`src/rtl/sirq_pkg.sv`:
```
package sirq_pkg;

    typedef enum logic [1:0] {
        ST_IDLE   = 2'd0,
        ST_SELF   = 2'd1,
        ST_FRAMES = 2'd2,
        ST_STOP   = 2'd3
    } sirq_state_t;

    typedef enum logic {
        MODE_CONT  = 1'b0,
        MODE_QUIET = 1'b1
    } sirq_mode_t;

    typedef struct packed {
        logic lo;
        logic hi;
    } sirq_drive_t;

    // Clock offset (from the start rising edge) of a frame's sample phase.
    function automatic int sample_clk(input int frame);
        return 3 * frame - 1;
    endfunction

endpackage

```
`src/rtl/sirq_sync.sv`:
```
module sirq_sync #(
    parameter int W      = 16,
    parameter int STAGES = 2
) (
    input  logic         clk,
    input  logic         rst,
    input  logic [W-1:0] d,
    output logic [W-1:0] q
);
    logic [W-1:0] stage [STAGES];

    always_ff @(posedge clk) begin
        if (rst) begin
            for (int i = 0; i < STAGES; i++) stage[i] <= '1;
        end else begin
            stage[0] <= d;
            for (int i = 1; i < STAGES; i++) stage[i] <= stage[i-1];
        end
    end

    assign q = stage[STAGES-1];
endmodule

```
`src/rtl/sirq_slot_map.sv`:
```
module sirq_slot_map #(
    parameter int NUM_FRAMES = 16
) (
    input  logic [NUM_FRAMES-1:1] irq,
    input  logic                  smi,
    output logic [NUM_FRAMES-1:0] slot
);
    // slot[n] is the active-low level reported in frame n+1
    for (genvar n = 0; n < NUM_FRAMES; n++) begin : g_slot
        if (n == 0) begin : g_rsvd
            assign slot[n] = 1'b1;
        end else if (n == 2) begin : g_shared
            assign slot[n] = irq[n] & smi;
        end else begin : g_plain
            assign slot[n] = irq[n];
        end
    end
endmodule

```
`src/rtl/sirq_frame_drv.sv`:
```
module sirq_frame_drv
    import sirq_pkg::*;
#(
    parameter int NUM_FRAMES = 16,
    parameter int CNT_W      = 6
) (
    input  logic                  active,
    input  logic [CNT_W-1:0]      cnt,
    input  logic [NUM_FRAMES-1:0] slot,
    output sirq_drive_t           drv
);
    logic [NUM_FRAMES-1:0] lo_hit;
    logic [NUM_FRAMES-1:0] hi_hit;

    for (genvar n = 0; n < NUM_FRAMES; n++) begin : g_frame
        localparam int SAMP = sample_clk(n + 1);
        assign lo_hit[n] = active && (cnt == CNT_W'(SAMP))     && !slot[n];
        assign hi_hit[n] = active && (cnt == CNT_W'(SAMP + 1)) && !slot[n];
    end

    always_comb begin
        drv.lo = |lo_hit;
        drv.hi = |hi_hit;
    end
endmodule

```
`src/rtl/sirq_slave.sv`:
```
module sirq_slave
    import sirq_pkg::*;
#(
    parameter int NUM_FRAMES  = 16,
    parameter int CONT_LOW    = 3,
    parameter int SYNC_STAGES = 2
) (
    input  logic                  clk,
    input  logic                  rst,
    input  logic                  line_in,
    input  logic [NUM_FRAMES-1:1] irq_lvl,
    input  logic                  smi_lvl,
    output logic                  drv_lo,
    output logic                  drv_hi,
    output logic                  oe
);
    localparam int LAST_CNT = 3 * NUM_FRAMES + 1;
    localparam int CNT_W    = $clog2(LAST_CNT + 1);
    localparam int LOW_W    = $clog2(CONT_LOW + 1);

    sirq_state_t           state;
    sirq_mode_t            mode;
    logic [CNT_W-1:0]      cnt;
    logic [LOW_W-1:0]      low_cnt;
    logic                  line_prev;
    logic [NUM_FRAMES-1:0] slot_lat;
    logic [NUM_FRAMES-1:0] slot_now;
    logic [NUM_FRAMES-1:1] irq_s;
    logic                  smi_s;
    sirq_drive_t           fdrv;
    logic                  rise;
    logic                  changed;

    sirq_sync #(.W(NUM_FRAMES), .STAGES(SYNC_STAGES)) u_sync (
        .clk (clk),
        .rst (rst),
        .d   ({smi_lvl, irq_lvl}),
        .q   ({smi_s, irq_s})
    );

    sirq_slot_map #(.NUM_FRAMES(NUM_FRAMES)) u_map (
        .irq  (irq_s),
        .smi  (smi_s),
        .slot (slot_now)
    );

    sirq_frame_drv #(.NUM_FRAMES(NUM_FRAMES), .CNT_W(CNT_W)) u_drv (
        .active (state == ST_FRAMES),
        .cnt    (cnt),
        .slot   (slot_lat),
        .drv    (fdrv)
    );

    assign rise    = !line_prev && line_in;
    assign changed = (slot_now != slot_lat);

    always_ff @(posedge clk) begin
        if (rst) begin
            state     <= ST_IDLE;
            mode      <= MODE_CONT;
            cnt       <= '0;
            low_cnt   <= '0;
            line_prev <= 1'b1;
            slot_lat  <= '1;
        end else begin
            line_prev <= line_in;
            case (state)
                ST_IDLE: begin
                    if (rise) begin
                        state    <= ST_FRAMES;
                        cnt      <= CNT_W'(1);
                        slot_lat <= slot_now;
                    end else if (mode == MODE_QUIET && changed && line_in && line_prev) begin
                        state <= ST_SELF;
                    end
                end
                ST_SELF: begin
                    state <= ST_IDLE;
                end
                ST_FRAMES: begin
                    if (cnt == CNT_W'(LAST_CNT)) begin
                        state   <= ST_STOP;
                        low_cnt <= '0;
                    end else begin
                        cnt <= cnt + CNT_W'(1);
                    end
                end
                ST_STOP: begin
                    if (!line_in) begin
                        if (low_cnt != LOW_W'(CONT_LOW)) low_cnt <= low_cnt + LOW_W'(1);
                    end else if (low_cnt != '0) begin
                        mode  <= (low_cnt >= LOW_W'(CONT_LOW)) ? MODE_CONT : MODE_QUIET;
                        state <= ST_IDLE;
                    end
                end
                default: state <= ST_IDLE;
            endcase
        end
    end

    assign drv_lo = fdrv.lo || (state == ST_SELF);
    assign drv_hi = fdrv.hi;
    assign oe     = drv_lo || drv_hi;
endmodule

```
`config.mk`:
```
export PLATFORM = sky130hd
export DESIGN_NAME = sirq_slave
export DESIGN_NICKNAME = d
export VERILOG_FILES = /design/src/rtl/sirq_pkg.sv /design/src/rtl/sirq_sync.sv /design/src/rtl/sirq_slot_map.sv /design/src/rtl/sirq_frame_drv.sv /design/src/rtl/sirq_slave.sv
export SDC_FILE = /design/constraint.sdc
export NUM_CORES = 1
export LEC_CHECK = 0
export CAP_MARGIN = 25
export CORE_UTILIZATION = 35
export CTS_CLUSTER_DIAMETER = 30
export CTS_CLUSTER_SIZE = 20
export DETAILED_ROUTE_END_ITERATION = 16
export DONT_BUFFER_PORTS = 1
export MAX_ROUTING_LAYER = met4
export PLACE_DENSITY = 0.59
export SYNTH_ARGS = -nofsm -noshare
export SYNTH_HDL_FRONTEND = slang
export SYNTH_SLANG_ARGS = --single-unit
export TNS_END_PERCENT = 5
```
`constraint.sdc`:
```
create_clock -name clk -period 2.7 [get_ports clk]
set_input_delay 0.54 -clock clk [delete_from_list [all_inputs] [get_ports clk]]
set_output_delay 0.54 -clock clk [all_outputs]
set_load 0.01 [all_outputs]
```
==> impl_results.md <==
* GPL Wtd Cong at 0.850
* Worst vdd ir at 429 uV
* Post-synth ARST share at 0%
* Endpoints failing hold at 0
* Post-synthesis sequential area ratio at a little under half
* Final ANT Viol Nets at 0
* # DRC at 0
* Largest net degree at the start of global routing at 46
* Max-slew violation count at 0
* Syn-to-layout area delta at 14.3%
* Number of synthesized flops with an enable pin at 0
* TNS Setup at 0 ps
* CORE AREA at just over 7000 sq um
* Max FO, Critical Path at 8
* Commonest non-fill, non-tap cells in the layout: dfxtp_1, or2_2, nand2_1
* CTS buffer count at 9
* # H-tree levels at 3
* Routed via count at 1818
* Die area at 7760 sq um
* Root buffer cell: clkbuf_8
* Nets at 300
* Design area at 2960 sq um
* #FFs+latches synth at 59
* Worst Path Arrival at roughly 2100 ps
* Placed insts at 361
* Antenna violations before repair at 0
* Filler cell count at between 700 and 800
* Layout cells sized above 1 at between 20 and 25%
* I/O Pins at 22
* Final total power at approximately 2000 uW
* Die height at 88.1 microns
* Crit. Startpoint: cnt[1]
* Clk_lat worst skew at 340 ps
* RSZ-0062 raised after global routing: no
* CTS Hold Bufs at 0
* Syn_area_per_cell at 9.46 sq um
* Mapped Nets at 299
* Max-cap violations at 0
* Antenna cells at 0
* R2R Setup Slk at slightly below 1000 ps
* HPWL Detailed at 3300 microns
* CTS tree: yes
* Wire length per cell at 13.1 microns
* Cells after synthesis at 274
* Worst Hold Class: in2reg
* Synth warnings at 0
* Commonest non-fill, non-tap cell in the layout: dfxtp_1
* Final setup viols at 0
* Clock transition at the registers of the reported paths at roughly 70 ps
* First-pass GRT wire length at 8220 microns
* Number of vias per cell at 4.80
* Vias in the first global route at around 1600
* WS Path Type: reg2out
* Dpl cell area at around 2700 sq um
* Worst setup EP type: output port
* Final worst path period share at 97.2%
* Crit start category: flop
* Most common flop cell mapped by yosys: dfxtp_1
* Initial Util at 35.9%
* Die width at 88.1 microns
* PwrDens at 671 nW/um^2
* Worst Tran Pin Value at ~460 ps
* Critical R2R Launch: state[1]
* Worst Skew at 11.2 ps
* IO Port Bufs at 0
* Final Non-Filler Cells at around 380
* Clk buf depth at 2
* Gr ovfl total at 0
* Worst slew margin at a little under 70%
* CP required at 2160 ps
* Rows at 31
* Peak Freq at 0.381 GHz
* Fin crit period at approximately 2600 ps
* Tot GR Track Use at 14.7%
* Starting DRT DRC Count at 100
* Leak at 0.00108 uW
* Min-delay src: rst
* Area of the mapped netlist at 2590 sq um
* Final WL at 4960 microns
* Count of cell types in the netlist at 43
* First drt pass iteration count at 4
* Clock Sink Count at 59
* Status: finished, final reports clean
## logic make-up (layout without fill, tap and decap cells)
family          count (synthesis)  in the layout  synth area share (%)
buf+inv                        24             30                  4.05
compound gates                 37             37                  10.1
mux                            14             14                  5.41
simple gates                  115            115                  25.5
flops                          59             59                  45.6
xor+xnor                       19             19                  6.42
fa+ha+maj                       6              6                  2.90
## registers in the layout, indices dropped and copies added (netlist names)
register / cells
cnt: 6
line_prev: 1
low_cnt: 2
mode: 1
slot_lat: 15
state: 2
u_sync.stage: 32
## where the power goes
group / switching (uW) / internal, uW / total [uW]
clock: 374 / 525 / 899
sequential: 32.7 / 905 / 938
combinational: 71.0 / 79.7 / 151
total: 478 / 1510 / 1990
## synthesized netlist by cell type (3+ instances only)
cell type   n  area [sq um]
nor2b_1    11          68.8
and3b_1     3          26.3
dfxtp_1    59          1180
nand2_1    24          90.1
o21ai_0    13          65.1
buf_2       3          15.0
a22o_1      3          26.3
nor3b_1     6          45.0
mux2i_1    14           140
clkbuf_1   10          37.5
nor3_1      7          35.0
a21oi_1     4          20.0
nand2b_1    4          25.0
o2111ai_1   3          26.3
inv_1       9          33.8
nand4_1     6          37.5
or2_2      33           206
nor2_1     11          41.3
ha_1        6          75.1
xor2_1      7          61.3
xnor2_1    12           105
## metal layers
metal  wire, microns  up-vias  global-route usage (%)
met5               0        -                       -
met4              83        0                    7.04
met3             254        7                    4.52
met2            2110       51                    21.1
met1            2510      828                    18.8
li1                -      932                       -
## cell type report
type	instances	area [sq um]	share of cell area [%]
sequential	59	1190	40.2
tap	99	124	4.18
inverter	9	36.3	1.22
clock inverter	7	98.8	3.33
timing repair buffer	5	37.5	1.27
clock buffer	9	124	4.18
multi-input combinational	191	1350	45.6
## through the flow
step / worst slack (ps) / utilization [%] / hold slack, ps
2_1_floorplan: 415 / - / 389
3_3_place_gp: 288 / 37.1 / 393
3_5_place_dp: 267 / 37.1 / 392
4_1_cts: 4.82 / 40.9 / 242
5_1_grt: 3.61 / 41.1 / 245
6_report: 76.9 / 41.1 / 257
## timing repair
item / in CTS / in global routing
pin swaps: 1 / 1
resized for setup: 14 / 3
endpoints found under the hold margin: 0 / 0
buffers inserted: 1 / 1
setup endpoints to repair: 1 / 2
## worst max-delay path, cell delays in order (launching register included)
cell and delay, ps:
dfxtp_4 380, inv_2 70, ha_4 180, a22o_1 240
a221o_1 300, a311o_1 330, nand3b_1 240
## path summary, 6_finish.rpt
kind	to	cells after the start
hold reg to reg	u_sync.stage[0][31]	1
setup / recovery	oe	6
hold / removal	cnt[0]	1
setup reg to reg	cnt[2]	5
Power figures use the tool's default switching activity.
